$ cat src/rtl/winctl_pkg.sv
package winctl_pkg;
    localparam int SEL_W = 3;
    localparam int NSEL  = 2 ** SEL_W;
    localparam int NFLD  = 5;

    typedef enum logic [SEL_W-1:0] {
        SEL_PTR   = 3'd0,
        SEL_CSAVE = 3'd1,
        SEL_CREST = 3'd2,
        SEL_OTHER = 3'd3,
        SEL_CLEAN = 3'd4
    } win_sel_e;
endpackage

$ cat src/rtl/winctl_lim.sv
module winctl_lim #(
    parameter int W     = 4,
    parameter int LIMIT = 7
) (
    input  logic [W-1:0] val,
    output logic         ok
);
    localparam logic [W:0] LIM_V = (W+1)'(LIMIT);
    assign ok = ({1'b0, val} <= LIM_V);
endmodule

$ cat src/rtl/winctl_evupd.sv
module winctl_evupd #(
    parameter int W    = 4,
    parameter int NWIN = 8
) (
    input  logic [W-1:0] csave,
    input  logic [W-1:0] crest,
    input  logic [W-1:0] other,
    input  logic [W-1:0] clean,
    input  logic         do_save,
    input  logic         do_rest,
    output logic [W-1:0] csave_n,
    output logic [W-1:0] crest_n,
    output logic [W-1:0] other_n,
    output logic [W-1:0] clean_n
);
    localparam logic [W-1:0] ONE   = W'(1);
    localparam logic [W-1:0] FULL  = W'(NWIN);

    logic other_zero;
    assign other_zero = (other == '0);

    always_comb begin
        csave_n = csave;
        crest_n = crest;
        other_n = other;
        clean_n = clean;
        if (do_save) begin
            csave_n = csave + ONE;
            if (other_zero) crest_n = crest - ONE;
            else            other_n = other - ONE;
        end else if (do_rest) begin
            crest_n = crest + ONE;
            if (other_zero) csave_n = csave - ONE;
            else            other_n = other - ONE;
            if (clean != FULL) clean_n = clean + ONE;
        end
    end
endmodule

$ cat src/rtl/winctl_rdmux.sv
module winctl_rdmux #(
    parameter int W  = 4,
    parameter int SW = 3
) (
    input  logic [W-1:0]  flds [2**SW],
    input  logic [SW-1:0] sel,
    output logic [W-1:0]  val
);
    assign val = flds[sel];
endmodule

$ cat src/rtl/winctl_top.sv
module winctl_top
    import winctl_pkg::*;
#(
    parameter int NWIN = 8,
    localparam int W   = $clog2(NWIN + 1)
) (
    input  logic             clk,
    input  logic             rst_n,
    input  logic             ev_saved,
    input  logic             ev_restored,
    input  logic             wr_en,
    input  logic [SEL_W-1:0] wr_sel,
    input  logic [W-1:0]     wr_val,
    input  logic [SEL_W-1:0] rd_sel,
    output logic [W-1:0]     rd_val,
    output logic             err_illegal,
    output logic             err_conflict,
    output logic             warn_busy
);
    typedef struct packed {
        logic [W-1:0] cwp;
        logic [W-1:0] csave;
        logic [W-1:0] crest;
        logic [W-1:0] other;
        logic [W-1:0] clean;
        logic         e_ill;
        logic         e_conf;
        logic         warn;
    } win_st_t;

    localparam win_st_t RST_ST = '{
        cwp:   '0,
        csave: W'(NWIN - 2),
        crest: '0,
        other: '0,
        clean: W'(NWIN),
        e_ill: 1'b0,
        e_conf: 1'b0,
        warn:  1'b0
    };

    win_st_t st_d, st_q;

    // per-selector view of the state and the write range check
    logic [W-1:0]    fld_q [NSEL];
    logic [NSEL-1:0] lim_ok;

    assign fld_q[SEL_PTR]   = st_q.cwp;
    assign fld_q[SEL_CSAVE] = st_q.csave;
    assign fld_q[SEL_CREST] = st_q.crest;
    assign fld_q[SEL_OTHER] = st_q.other;
    assign fld_q[SEL_CLEAN] = st_q.clean;

    for (genvar i = 0; i < NSEL; i++) begin : g_sel
        if (i >= NFLD) begin : g_unused
            assign fld_q[i]  = '0;
            assign lim_ok[i] = 1'b0;
        end else begin : g_lim
            winctl_lim #(
                .W     (W),
                .LIMIT ((i == int'(SEL_CLEAN)) ? NWIN : NWIN - 1)
            ) u_lim (
                .val (wr_val),
                .ok  (lim_ok[i])
            );
        end
    end

    winctl_rdmux #(.W(W), .SW(SEL_W)) u_rd (
        .flds (fld_q),
        .sel  (rd_sel),
        .val  (rd_val)
    );

    // event path: only a lone event with no write reaches the counters
    logic         both_ev, do_save, do_rest;
    logic [W-1:0] cs_n, cr_n, ow_n, cl_n;

    assign both_ev = ev_saved & ev_restored;
    assign do_save = ev_saved    & ~ev_restored & ~wr_en;
    assign do_rest = ev_restored & ~ev_saved    & ~wr_en;

    winctl_evupd #(.W(W), .NWIN(NWIN)) u_ev (
        .csave   (st_q.csave),
        .crest   (st_q.crest),
        .other   (st_q.other),
        .clean   (st_q.clean),
        .do_save (do_save),
        .do_rest (do_rest),
        .csave_n (cs_n),
        .crest_n (cr_n),
        .other_n (ow_n),
        .clean_n (cl_n)
    );

    always_comb begin
        st_d        = st_q;
        st_d.e_ill  = 1'b0;
        st_d.e_conf = both_ev;
        st_d.warn   = do_save & (st_q.csave != '0);
        if (wr_en) begin
            if (int'(wr_sel) < NFLD) begin
                if (lim_ok[wr_sel]) begin
                    case (win_sel_e'(wr_sel))
                        SEL_PTR:   st_d.cwp   = wr_val;
                        SEL_CSAVE: st_d.csave = wr_val;
                        SEL_CREST: st_d.crest = wr_val;
                        SEL_OTHER: st_d.other = wr_val;
                        SEL_CLEAN: st_d.clean = wr_val;
                        default:   st_d.cwp   = st_q.cwp;
                    endcase
                end else begin
                    st_d.e_ill = 1'b1;
                end
            end
        end else begin
            st_d.csave = cs_n;
            st_d.crest = cr_n;
            st_d.other = ow_n;
            st_d.clean = cl_n;
        end
    end

    always_ff @(posedge clk or negedge rst_n) begin
        if (!rst_n) st_q <= RST_ST;
        else        st_q <= st_d;
    end

    assign err_illegal  = st_q.e_ill;
    assign err_conflict = st_q.e_conf;
    assign warn_busy    = st_q.warn;
endmodule

$ cat config.mk
export PLATFORM = sky130hd
export DESIGN_NAME = winctl_top
export DESIGN_NICKNAME = d
export VERILOG_FILES = /design/src/rtl/winctl_pkg.sv /design/src/rtl/winctl_lim.sv /design/src/rtl/winctl_evupd.sv /design/src/rtl/winctl_rdmux.sv /design/src/rtl/winctl_top.sv
export SDC_FILE = /design/constraint.sdc
export NUM_CORES = 1
export LEC_CHECK = 0
export ABC_AREA = 1
export BUFFER_PORTS_ARGS = -buffer_cell sky130_fd_sc_hd__buf_2
export CAP_MARGIN = 5
export CORE_MARGIN = 10
export CORE_UTILIZATION = 62
export DETAILED_ROUTE_END_ITERATION = 12
export PLACE_DENSITY = 0.87
export SYNTH_ARGS = -nofsm -noshare
export SYNTH_HDL_FRONTEND = slang
export SYNTH_SLANG_ARGS = --single-unit
$ cat constraint.sdc
create_clock -name clk -period 2.97 [get_ports clk]
set_input_delay 0.297 -clock clk [delete_from_list [all_inputs] [get_ports clk]]
set_output_delay 0.297 -clock clk [all_outputs]
set_load 0.02 [all_outputs]
# Word-level counts from Yosys, hierarchy flattened

Cells that the tools add are included.

Bits in registers: 23
Input port bits: 15
Output and inout port bits: 7
Word-level logic and storage cells: 80

Add/sub/neg operators: 6
Order comparisons: 5
Equal/unequal tests: 13
Muxes and demuxes: 26
Bitwise operators: 10
Reduce and logical (&&, ||, !) cells: 12

Operators with widths:

| operator                                                        | count |
|---|---|
| 2-to-1 mux 4 bit                                                | 18 |
| 2-to-1 mux 16 bit                                               | 2 |
| 2-to-1 mux 17 bit                                               | 1 |
| adder 4 x 1 -> 4 bit (second input constant)                    | 3 |
| binary-select mux 4 bit (select 3 bit)                          | 1 |
| inequality test 2 x 1 -> 1 bit (second input constant)          | 6 |
| subtractor 4 x 1 -> 4 bit (second input constant)               | 3 |
| AND reduction 5 bit                                             | 2 |
| AND reduction 4 bit                                             | 2 |
| bitwise AND 1 bit                                               | 6 |
| equality test 3 x 2 -> 1 bit (second input constant)            | 2 |
| AND reduction 6 bit                                             | 1 |
| nonzero test 3 bit                                              | 2 |
| >= comparator 4 bit (second input constant)                     | 1 |
| less-or-equal comparator 4 x 3 -> 1 bit (second input constant) | 1 |
| less-or-equal comparator 4 bit (second input constant)          | 1 |
| zero test 4 bit                                                 | 1 |
| less-than comparator 3 x 4 -> 1 bit (second input constant)     | 1 |
| inequality test 4 bit (second input constant)                   | 1 |
| inverter 3 -> 4 bit                                             | 1 |
| nonzero test 2 bit                                              | 2 |
| nonzero test 4 bit                                              | 1 |
| binary-select mux 1 bit (select 3 bit)                          | 1 |
| equality test 3 x 1 -> 1 bit (second input constant)            | 1 |
| 7 further kinds                                                 | 11 |

# Depth between registers and ports, before layout

Gate-level depths: netlist of run 1.

Depth after elaboration: 6
Gate-level depth with buffers: 13
Mapped depth without buffers: 12

# Hierarchy

A second synthesis of run 1 with hierarchy kept.

Cell total of the unflattened synthesis: 383
Area total of the unflattened synthesis: 2,245.9 um2

Modules (own cells, without submodules):

| module                                 | instances | cells an instance | area each (um2) | sequential area each (um2) |
|---|---|---|---|---|
| winctl_top                             | 1         | 151               | 1,143.6         | 579.3 |
| winctl_evupd                           | 1         | 117               | 628.1           | 0.0 |
| winctl_rdmux                           | 1         | 107               | 444.2           | 0.0 |
| winctl_lim at g_sel[0].g_lim.u_lim ... | 4         | 1                 | 3.8             | 0.0 |
| winctl_lim at g_sel[4].g_lim.u_lim     | 1         | 4                 | 15.0            | 0.0 |

# Worst setup path after synthesis of run 1

OpenSTA, ideal clock, no wires.

Path kind: in2out
Start point: in rd_sel[0]
End point: out rd_val[2]
Arrival: 1.212 ns
Data required time: 2.673 ns
Setup slack: 1.461 ns
Stages on the path: 5
Buffers on the path: 1
Path through: buf_2 > clkinv_1 > o21ai_0 > a21oi_1 > o22ai_1

Cells in the longest elaborated chain, start to end: 4

RTL lines:

| item                                                | line              | text |
|---|---|---|
| from (decl)                                         | winctl_top.sv:14  | `input logic [SEL_W-1:0] rd_sel,` |
| inverter 3 -> 4 bit (not written as such)           | winctl_rdmux.sv:9 | `assign val = flds[sel];` |
| binary-select mux 4 bit (select 3 bit)              | winctl_rdmux.sv:9 |  |
| 2-to-1 mux 4 bit (not written as such) (2 in a row) | winctl_rdmux.sv:9 |  |
| to (decl)                                           | winctl_top.sv:15  | `output logic [W-1:0] rd_val,` |

No other way between the ends. The select of a mux whose other input is x is not followed.

# Final worst setup path of run 1

Start point: reg st_q, in the netlist fld_q[26]
End point: out rd_val[2]

Cells in the longest elaborated chain, start to end: 3

RTL lines:

| item                                                | line              | text |
|---|---|---|
| from (decl)                                         | winctl_top.sv:42  | `win_st_t st_d, st_q;` |
| from (signal assigned)                              | winctl_top.sv:126 | `else st_q <= st_d;` |
| binary-select mux 4 bit (select 3 bit)              | winctl_rdmux.sv:9 |  |
| 2-to-1 mux 4 bit (not written as such) (2 in a row) | winctl_rdmux.sv:9 |  |

No other way between the ends. The select of a mux whose other input is x is not followed.

==> summary.md, run 1 <==
| Metric | Value |
|---|---|
| Die H | `72.6 um` |
| Util after Layout | `68.8%` |
| Startpoint Class | `flop` |
| Cts bufs inserted | `3` |
| Slew HR | `65.4%` |
| Antenna violations before repair | `0` |
| Die area | `5270 um^2` |
| Sequential area share after synthesis | `33.8%` |
| Avg WL per Cell | `13.1 um` |
| Max stage delay on crit path | `0.57 ns` |
| Area after DPL | `1830 um^2` |
| Final design instance area without fill | `1870 um^2` |
| Max-Cap Viols | `0` |
| Syn Area/Cell | `6.94 um^2` |
| Post-Synthesis Net Count | `271` |
| R2R Setup Slk | `1.31 ns` |
| DRC violations left | `0` |
| DR vias | `1601` |
| Worst r2r dst | `fld_q[27]$_DFFE_PN0P_` |
| Final setup viols | `0` |
| Worst Setup Slack, final | `1.15 ns` |
| Worst Hold Depth | `3` |
| Chip width | `72.6 um` |
| Mapped cell area | `1710 um^2` |
| Clock transition at path regs | `0.13 ns` |
| # nets final | `294` |
| Port bufs | `21` |
| RSZ-0062 raised after global routing | `false` |
| CTS tree | `built` |
| Vias per inst | `5.34` |
| Clock Path Buffers | `2` |
| Fin. Hold Viols | `0` |
| Final antenna diode count | `0` |
| Final TNS setup | `0 ns` |
| Vias in the first global route | `1501` |
| Crit Reg-Reg Startpoint | `fld_q[16]$_DFFE_PN0P_` |
| Status | `complete, no violations` |
| Dpl hpwl | `3.14 mm` |
| Max Freq | `0.548 GHz` |
| Final ANT Viol Nets | `0` |
| CP bufs+invs | `2` |
| H-Tree Level Count | `1` |
| CP Data Arrival Time | `1.53 ns` |
| Post-CTS Setup Inserts | `0` |
| Drt initial violations | `129` |
| Critical-path cell list | `inv_1 -> o21ai_0 -> a21oi_1 -> o22ai_1 -> buf_2` |
| Lkg Pwr | `1.01 nW` |
| Cell total after placement | `295` |
| GP Congestion | `0.917` |
| Initial Util | `63.3%` |
| Setup crit start | `fld_q[26]$_DFFE_PN1P_` |
| Gr ovfl total | `0` |
| Routed WL | `3.94 mm` |
| Critical path's top delay family | `flip-flops` |
| Setup crit end kind | `output port` |
| Slowest-stage cell, CP | `dfstp_2` |
| Hold path startpoint | `ev_restored` |
| Hold Path Class | `in2reg` |
| Tightest Pin Transition | `0.520 ns` |
| First-pass GRT wire length | `6.62 mm` |
| WP data required | `2.67 ns` |
| IO Pins | `22` |
| Critical Path Fanout Max | `3` |
| Synth warn | `0` |
| Final Slew Violations | `0` |
| Hold slack | `0.203 ns` |
| Post-synth EDFFs | `0` |
| Commonest non-fill, non-tap cell in the layout | `nand2_1` |
| Pin count of the biggest net entering global routing | `24` |
| Most frequent cells in the layout | `nand2_1, inv_1, o21ai_0` |
| GRT Overall Usage | `15.4%` |
| Critical path type | `reg2out` |
| Hold endpoint | `err_conflict$_DFF_PN0_` |
| Pwr/cell area | `670 nW/um^2` |
| DRT Pass-1 Iters | `4` |
| Number of synthesized register bits | `23` |
| Root Buffer Master | `clkbuf_4` |
| CTS Sinks | `23` |
| Area delta synth->final | `8.83%` |
| Fin crit period | `1.82 ns` |
| Async S/R FF share, synth | `100%` |
| CORE AREA | `2710 um^2` |
| VDD IR max | `0.518 mV` |
| Commonest register cell after synthesis | `dfrtp_1` |
| Final Skew | `0.00732 ns` |
| Share of layout cells above drive strength 1 | `14.9%` |
| DP Worst Slack | `1.08 ns` |
| Synth unique cells | `31` |
| # rows | `19` |
| Final std cells w/o fill | `300` |
| Final total power | `1.25 mW` |
| Final worst path period share | `61.4%` |
| Worst skew pair latency | `0.31 ns` |
| Worst Reg-to-Reg Cells | `11` |
| Post-Syn Instances | `247` |
## routing by layer
layer,wire length [um],GRT usage [%],vias up,part of all wire [%]
met4,102,7.38,0,2.6
met5,0,0,-,0
met2,1910,25.1,49,49
met1,1710,19.3,705,44
met3,211,2.04,12,5.4
li1,-,-,835,-
## power breakdown
group / switching (mW) / internal [mW] / leakage [nW]
clock: 0.0909 / 0.0524 / 0.0150
combinational: 0.366 / 0.217 / 0.709
sequential: 0.0953 / 0.428 / 0.285
total: 0.552 / 0.698 / 1.01
## cell type report
| cell class | instances | area (um^2) |
|---|---|---|
| timing repair buffer | 22 | 115 |
| tap | 31 | 38.8 |
| inverter | 38 | 148 |
| clock buffer | 4 | 26.3 |
| fill | 237 | 845 |
| sequential | 23 | 579 |
| multi-input combinational | 182 | 958 |
## registers in the layout, summed over array words and instances (netlist names)
signal	cells
err_conflict	1
fld_q	20
err_illegal	1
warn_busy	1
## worst max-delay path by stage
stage                       endpoint  slack (ns)  cells past startpoint
2_1_floorplan              rd_val[2]        1.46                      5
3_3_place_gp   fld_q[23]$_DFFE_PN0P_        1.10                     13
3_5_place_dp   fld_q[23]$_DFFE_PN0P_        1.08                     13
4_1_cts                    rd_val[2]        1.17                      5
5_1_grt                    rd_val[2]        1.06                      5
6_report                   rd_val[2]        1.15                      5
## cells in the mapped netlist, types with 2 or more instances
master	number	area, um^2
ha_1	7	87.6
fa_1	2	40.0
buf_2	2	10.0
dfrtp_1	20	500
inv_4	2	12.5
inv_2	2	7.51
nor2_1	12	45.0
a21oi_1	9	45.0
nor2_4	2	22.5
o21ai_0	31	155
nand3_1	22	110
inv_1	33	124
dfstp_2	3	78.8
nand2_2	2	12.5
o22ai_1	3	18.8
nand2_1	79	297
nand4_1	2	12.5
## worst register-to-register path: cells and delay by family (launching register included)
family / cells / cell delay [ns]
adders and majority gates: 1 / 0.16
and+or+nand+nor: 7 / 0.80
buffers and inverters: 3 / 0.17
DFF: 1 / 0.45
## cell families after synthesis
logic type | count (synthesis) | share of synthesized area [%]
fa+ha+maj | 9 | 7.45
xor+xnor | 2 | 1.02
flops | 23 | 33.8
compound gates | 47 | 15.1
simple gates | 124 | 32.3
buf+inv | 42 | 10.3
## repair_timing
action | in CTS | in global routing
endpoints found under the setup margin | 0 | 0
hold buffers | 1 | 0
endpoints found under the hold margin | 20 | 0
gates resized for setup | 0 | 0
(Power assumes the default switching activity.)
==> run 2, diff against run 1 <==
- ABC_AREA: 1 -> 0
- CORE_UTILIZATION: 62 -> 57
- PLACE_DENSITY: 0.87 -> 0.81
- clock period: 2.97 -> 1.9 ns (I/O delays scaled with it)
==> run 2 against run 1 <==
Compared with the run above: critical path depth increased by 1; cell count decreased by 27%; core utilization decreased by 2.2 points; sequential share of layout area increased by 0.75 points; synthesized area decreased by 5.9%; sequential power increased by 75%; combinational power increased by 59%; highest routed layer unchanged.
==> summary.md, run 2 <==
| Metric | Value |
|---|---|
| Status | `complete, no violations (unchanged)` |
| # nets final | `214 (was 294)` |
| Pwr/cell area | `1140 nW/um^2 (was 670 nW/um^2)` |
| Die H | `73.2 um (was 72.6 um)` |
| Dpl hpwl | `2.92 mm (was 3.14 mm)` |
| Synth unique cells | `48 (was 31)` |
| Critical path type | `reg2reg (was reg2out)` |
| Root Buffer Master | `clkbuf_4 (unchanged)` |
| Startpoint Class | `flop (unchanged)` |
| Final Skew | `0.00637 ns (was 0.00732 ns)` |
| Commonest non-fill, non-tap cell in the layout | `buf_2 (was nand2_1)` |
| Final TNS setup | `0 ns (unchanged)` |
| Vias per inst | `5.93 (was 5.34)` |
| GP Congestion | `0.886 (was 0.917)` |
| DRT Pass-1 Iters | `4 (unchanged)` |
| Worst skew pair latency | `0.32 ns (was 0.31 ns)` |
| Avg WL per Cell | `17.4 um (was 13.1 um)` |
| Share of layout cells above drive strength 1 | `25.9% (was 14.9%)` |
| DR vias | `1304 (was 1601)` |
| Max-Cap Viols | `0 (unchanged)` |
| Routed WL | `3.83 mm (was 3.94 mm)` |
| Synth area leader | `dfrtp_1 (unchanged)` |
| WP data required | `2.15 ns (was 2.67 ns)` |
| CTS tree | `built (unchanged)` |
| Most frequent cell after synthesis | `dfrtp_1 (was nand2_1)` |
| Cell total after placement | `215 (was 295)` |
| Post-Synthesis Net Count | `188 (was 271)` |
| Area delta synth->final | `13.0% (was 8.83%)` |
| Gr ovfl total | `0 (unchanged)` |
| Area contributors post-synth | `dfrtp_1, mux2i_1, ha_1 (was dfrtp_1, nand2_1, o21ai_0)` |
| Chip width | `73.2 um (was 72.6 um)` |
| Port bufs | `21 (unchanged)` |
| Post-Syn Instances | `164 (was 247)` |
| Number of synthesized register bits | `23 (unchanged)` |
| Max reg flops | `20 (unchanged)` |
| VDD IR max | `0.858 mV (was 0.518 mV)` |
| CORE AREA | `2730 um^2 (was 2710 um^2)` |
| Mapped cell area | `1610 um^2 (was 1710 um^2)` |
| Final antenna diode count | `0 (unchanged)` |
| CP Data Arrival Time | `2.08 ns (was 1.53 ns)` |
| Critical Path Fanout Max | `5 (was 3)` |
| Hold Path Class | `in2reg (unchanged)` |
| Most frequent cells in the layout | `buf_2, dfrtp_1, inv_1, nor2_1 (was nand2_1, inv_1, o21ai_0)` |
| Lkg Pwr | `0.844 nW (was 1.01 nW)` |
| Post-synth EDFFs | `0 (unchanged)` |
| Final worst path period share | `96.3%` |
| Fin. Hold Viols | `0 (unchanged)` |
| Antenna violations before repair | `0 (unchanged)` |
| Top cells by count, synth | `dfrtp_1, inv_1, nor2_1 (was nand2_1, inv_1, o21ai_0)` |
| IO Pins | `22 (unchanged)` |
| Final setup viols | `0 (unchanged)` |
| Pin count of the biggest net entering global routing | `26 (was 24)` |
| Final std cells w/o fill | `220 (was 300)` |
| Max Freq | `0.547 GHz` |
| Slew HR | `63.8% (was 65.4%)` |
| CTS Sinks | `23 (unchanged)` |
| Commonest register cell after synthesis | `dfrtp_1 (unchanged)` |
| Initial Util | `59.0% (was 63.3%)` |
| Syn Area/Cell | `9.83 um^2 (was 6.94 um^2)` |
| First-pass GRT wire length | `6.23 mm (was 6.62 mm)` |
| GRT Overall Usage | `14.5% (was 15.4%)` |
| Clock Path Buffers | `2 (unchanged)` |
| Final ANT Viol Nets | `0 (unchanged)` |
| H-Tree Level Count | `1 (unchanged)` |
| Final total power | `2.07 mW (was 1.25 mW)` |
| Clock transition at path regs | `0.13 ns (about the same)` |
| Cts bufs inserted | `3 (unchanged)` |
| Die area | `5360 um^2 (was 5270 um^2)` |
| Share of the synthesized area in the top cell type | `31.0% (was 29.2%)` |
| Final Slew Violations | `0 (unchanged)` |
| Async S/R FF share, synth | `100% (unchanged)` |
| Sequential area share after synthesis | `35.9% (was 33.8%)` |
| # rows | `19 (unchanged)` |
| Drt initial violations | `70 (was 129)` |
| Vias in the first global route | `1349 (was 1501)` |
| Synth warn | `0 (unchanged)` |
| Util after Layout | `66.6% (was 68.8%)` |
| DRC violations left | `0 (unchanged)` |
| Setup crit end kind | `flop (was output port)` |
| Fin crit period | `1.83 ns` |
| Tightest Pin Transition | `0.543 ns (was 0.520 ns)` |
==> run 2: area by class of cell <==
| type | count | area (um^2) |
|---|---|---|
| clock buffer | 3 | 22.5 |
| clock inverter | 1 | 5.00 |
| fill | 218 | 912 |
| inverter | 11 | 41.3 |
| multi-input combinational | 124 | 982 |
| sequential | 23 | 579 |
| tap | 31 | 38.8 |
| timing repair buffer | 27 | 153 |
==> run 2: timing repair <==
item	4_1_cts	5_1_grt
gates resized for setup	0	3
endpoints found under the hold margin	20	0
hold buffers	1	0
endpoints found under the setup margin	0	1
buffers inserted	0	0
==> run 2: cells by family (layout without fill, tap and decap cells) <==
kind of cell             after synthesis  after routing  share of synthesized area [%]
buffers and inverters                 17             42                           4.65
XOR/XNOR                               5              5                           2.72
flip-flops                            23             23                           35.9
AO/OA/AOI/OAI                         48             48                           20.2
multiplexers                          18             18                           12.6
adder cells (fa/ha/maj)                9              9                           7.91
AND/OR/NAND/NOR                       44             44                           16.0
==> run 2: layer usage <==
layer  GRT usage (%)  part of all wire [%]  vias to the layer above
li1                -                     -                      639
met5               0                     0                        -
met2            26.0                    55                       19
met4            3.38                  0.68                        0
met3            4.08                   3.2                        4
met1            16.3                    41                      642
==> run 2: final timing paths <==
kind / cells past startpoint / start / slack (ns) / to
hold reg to reg: 1 / fld_q[31]$_DFFE_PN0P_ / 0.51 / fld_q[31]$_DFFE_PN0P_
setup reg to reg: 6 / fld_q[25]$_DFFE_PN1P_ / 0.07 / fld_q[27]$_DFFE_PN0P_
hold / removal: 2 / wr_val[2] / 0.13 / fld_q[30]$_DFFE_PN0P_
max in group asynchronous: 2 / rst_n / 1.16 / fld_q[26]$_DFFE_PN1P_
min in group asynchronous: 2 / rst_n / 0.37 / err_illegal$_DFF_PN0_
setup / recovery: 6 / fld_q[25]$_DFFE_PN1P_ / 0.07 / fld_q[27]$_DFFE_PN0P_
==> run 2: critical path, stage by stage, from the launching register on <==
cell     delay [ns]
dfstp_2        0.63
ha_4           0.22
a21o_1         0.19
a21oi_2        0.17
xnor2_2        0.09
or3_1          0.31
a31oi_1        0.16
==> run 2: through the flow <==
| step | hold slack [ns] | area (um^2) | worst slack (ns) |
|---|---|---|---|
| finish | 0.133 | 1820 | 0.0709 |
| global route | 0.113 | 1820 | -0.0215 |
| CTS | 0.127 | 1800 | 0.0581 |
| detailed placement | 0.194 | 1760 | -0.0732 |
| global placement | 0.191 | 1760 | 0.0210 |
| floorplan | -0.106 | 1610 | 0.0617 |
==> run 2: where the power goes <==
part	internal, mW	switching [mW]
Sequential	0.674	0.241
Clock	0.0790	0.151
Combinational	0.473	0.455
==> run 3, diff against run 2 <==
- CORE_UTILIZATION: 57 -> 58
- SYNTH_HIERARCHICAL: not set -> 1
==> run 3 against run 2 <==
Compared with the run above: the flow now finishes with violations (negative setup slack); clock skew fell by 0.0050 ns; cell count rose by 30%; global-route usage rose by 1.4 points; power rose by 2.3%; flip-flop and latch count did not move; largest power group unchanged; maximum frequency fell by 4.4%; via count rose by 23%; count of clock-buffer cells in the layout did not move; final area rose by 26%; worst hold slack got worse by 0.025 ns; synthesized cell count rose by 17%; clock power rose by 6%.
==> summary.md, run 3 <==
| Metric | Value |
|---|---|
| Most frequent cells in the layout | `inv_1, mux2_2, buf_4 (was buf_2, dfrtp_1, inv_1, nor2_1)` |
| DRC violations left | `0 (unchanged)` |
| Avg WL per Cell | `16.4 um (was 17.4 um)` |
| Commonest register cell after synthesis | `dfrtp_1 (unchanged)` |
| Util after Layout | `74.2% (was 66.6%)` |
| Final total power | `2.12 mW (was 2.07 mW)` |
| Mapped cell area | `1900 um^2 (was 1610 um^2)` |
| Critical path type | `reg2out (was reg2reg)` |
| Critical-path cell list | `buf_6 -> mux4_2 -> mux2_4 -> buf_6 (was ha_4 -> a21o_1 -> a21oi_2 -> xnor2_2 -> or3_1 -> a31oi_1)` |
| VDD IR max | `0.455 mV (was 0.858 mV)` |
| Initial Util | `61.4% (was 59.0%)` |
| Fin. Hold Viols | `0 (unchanged)` |
| Synth warn | `6 (was 0)` |
| Synth area leader | `dfrtp_1 (unchanged)` |
| Final setup viols | `1 (was 0)` |
| Die area | `5980 um^2 (was 5360 um^2)` |
| RSZ-0062 raised after global routing | `true` |
| Vias in the first global route | `1626 (was 1349)` |
| Async S/R FF share, synth | `100% (unchanged)` |
| Cell mode on critical path | `buf_6` |
| Root Buffer Master | `clkbuf_4 (unchanged)` |
| # nets final | `266 (was 214)` |
| Cts bufs inserted | `3 (unchanged)` |
| CTS Sinks | `23 (unchanged)` |
| Max stage delay on crit path | `0.45 ns (was 0.63 ns)` |
| Startpoint Class | `flop (unchanged)` |
| Vias per inst | `5.59 (was 5.93)` |
| CORE AREA | `3100 um^2 (was 2730 um^2)` |
| Worst Setup Slack, final | `-0.0128 ns (was 0.0709 ns)` |
| Critical Path Fanout Max | `2 (was 5)` |
| Max-Cap Viols | `0 (unchanged)` |
| GP Congestion | `0.829 (was 0.886)` |
| GRT Overall Usage | `15.9% (was 14.5%)` |
| Chip width | `77.3 um (was 73.2 um)` |
| Sequential area share after synthesis | `30.4% (was 35.9%)` |
| Commonest non-fill, non-tap cell in the layout | `inv_1 (was buf_2)` |
| Worst skew pair latency | `0.33 ns (was 0.32 ns)` |
| Fin crit period | `1.91 ns (was 1.83 ns)` |
| Tightest Pin Transition | `0.549 ns (was 0.543 ns)` |
| Drt initial violations | `137 (was 70)` |
| Antenna violations before repair | `0 (unchanged)` |
| Setup crit end kind | `output port (was flop)` |
| Slowest-stage cell, CP | `mux4_2 (was dfstp_2)` |
| Clock transition at path regs | `0.13 ns (about the same)` |
| Clock Path Buffers | `2 (unchanged)` |
| Post-Syn Instances | `192 (was 164)` |
| Dpl hpwl | `3.32 mm (was 2.92 mm)` |
| IO Pins | `22 (unchanged)` |
| Final Skew | `0.00139 ns (was 0.00637 ns)` |
| Share of the synthesized area in the top cell type | `26.3% (was 31.0%)` |
| Lkg Pwr | `1.05 nW (was 0.844 nW)` |
| Pin count of the biggest net entering global routing | `24 (was 26)` |
| CTS tree | `built (unchanged)` |
| Final antenna diode count | `0 (unchanged)` |
| Post-synth EDFFs | `0 (unchanged)` |
| Port bufs | `21 (unchanged)` |
| Critical path's top delay family | `multiplexers (was flip-flops)` |
| Hold Path Class | `in2reg (unchanged)` |
| Max reg flops | `20 (unchanged)` |
| Max Freq | `0.523 GHz (was 0.547 GHz)` |
| DR vias | `1605 (was 1304)` |
| # rows | `20 (was 19)` |
| Final Slew Violations | `0 (unchanged)` |
| CP bufs+invs | `2 (was 0)` |
| First-pass GRT wire length | `7.93 mm (was 6.23 mm)` |
| Failing checks | `negative setup slack` |
| Top cells by count, synth | `inv_1, mux2_2, dfrtp_1 (was dfrtp_1, inv_1, nor2_1)` |
| Area after DPL | `2120 um^2 (was 1760 um^2)` |
| Die H | `77.3 um (was 73.2 um)` |
| DRT Pass-1 Iters | `4 (unchanged)` |
| Synth unique cells | `39 (was 48)` |
| CP Data Arrival Time | `1.72 ns (was 2.08 ns)` |
| R2R Setup Slk | `0.08 ns (was 0.07 ns)` |
| Final worst path period share | `101% (was 96.3%)` |
| Routed WL | `4.71 mm (was 3.83 mm)` |
| Most frequent cell after synthesis | `inv_1 (was dfrtp_1)` |
| Final design instance area without fill | `2300 um^2 (was 1820 um^2)` |
| Final TNS setup | `-0.0128 ns (was 0 ns)` |
| Pwr/cell area | `921 nW/um^2 (was 1140 nW/um^2)` |
| Slew HR | `63.4% (was 63.8%)` |
| Final ANT Viol Nets | `0 (unchanged)` |
| Status | `finished, violations left (was complete, no violations)` |
| Share of layout cells above drive strength 1 | `41.6% (was 25.9%)` |
| Syn Area/Cell | `9.92 um^2 (was 9.83 um^2)` |
| Area delta synth->final | `20.9% (was 13.0%)` |
| Gr ovfl total | `0 (unchanged)` |
| Area contributors post-synth | `dfrtp_1, mux2_2, mux4_1 (was dfrtp_1, mux2i_1, ha_1)` |
| Number of synthesized register bits | `23 (unchanged)` |
| H-Tree Level Count | `1 (unchanged)` |
| WP data required | `1.71 ns (was 2.15 ns)` |
==> run 3: cell type report <==
class	count	area [um^2]
flip-flops and latches	23	588
fillers	264	801
clock inverters	1	5.00
repair buffers	43	292
multi-input cells	146	1240
clock buffers	3	22.5
well taps	44	55.1
inverters	27	101
==> run 3: metrics by stage <==
step	hold slack [ns]	std cells	worst slack (ns)
2_1_floorplan	-0.106	203	0.0907
3_3_place_gp	0.195	268	0.0603
3_5_place_dp	0.202	268	0.0134
4_1_cts	0.0990	283	-0.0337
5_1_grt	0.0997	287	-0.0519
6_report	0.108	287	-0.0128
==> run 3: worst paths after layout <==
path                                             from                     end  depth (start not counted)
worst min-delay path                         ev_saved  err_conflict$_DFF_PN0_                          2
max in group asynchronous                       rst_n   fld_q[18]$_DFFE_PN0P_                          2
worst max register to register  fld_q[17]$_DFFE_PN0P_   fld_q[17]$_DFFE_PN0P_                          9
min in group asynchronous                       rst_n  err_conflict$_DFF_PN0_                          2
worst min register to register  fld_q[29]$_DFFE_PN0P_   fld_q[29]$_DFFE_PN0P_                          1
worst max-delay path            fld_q[17]$_DFFE_PN0P_               rd_val[1]                          4
==> run 3: logic make-up after synthesis <==
group | after synthesis | synth area share [%]
AND/OR/NAND/NOR | 49 | 14.2
AO/OA/AOI/OAI | 37 | 13.7
buffers and inverters | 34 | 7.62
multiplexers | 32 | 25.2
flip-flops | 23 | 30.4
XOR/XNOR | 9 | 4.14
adder cells (fa/ha/maj) | 7 | 4.60
other | 1 | 0.197
==> run 3: power breakdown <==
group          total, mW  internal (mW)  switching (mW)
combinational       1.12          0.603           0.520
clock              0.243         0.0791           0.164
sequential         0.755          0.629           0.126
==> run 3: per-layer routing <==
layer  up-vias  track usage (%)  part of all wire (%)
met5         -                0                     0
met4         0             6.02                   1.3
met3         6             2.33                   6.4
met2        45             25.4                    48
met1       783             21.0                    44
li1        771                -                     -
==> run 3: what timing repair did <==
action	in CTS	in global routing
gates resized for setup	17	11
setup endpoints to repair	5	13
pin swaps	0	1
setup buffers	10	4
hold buffers	1	0
cloned	0	0
hold endpoints to repair	20	0
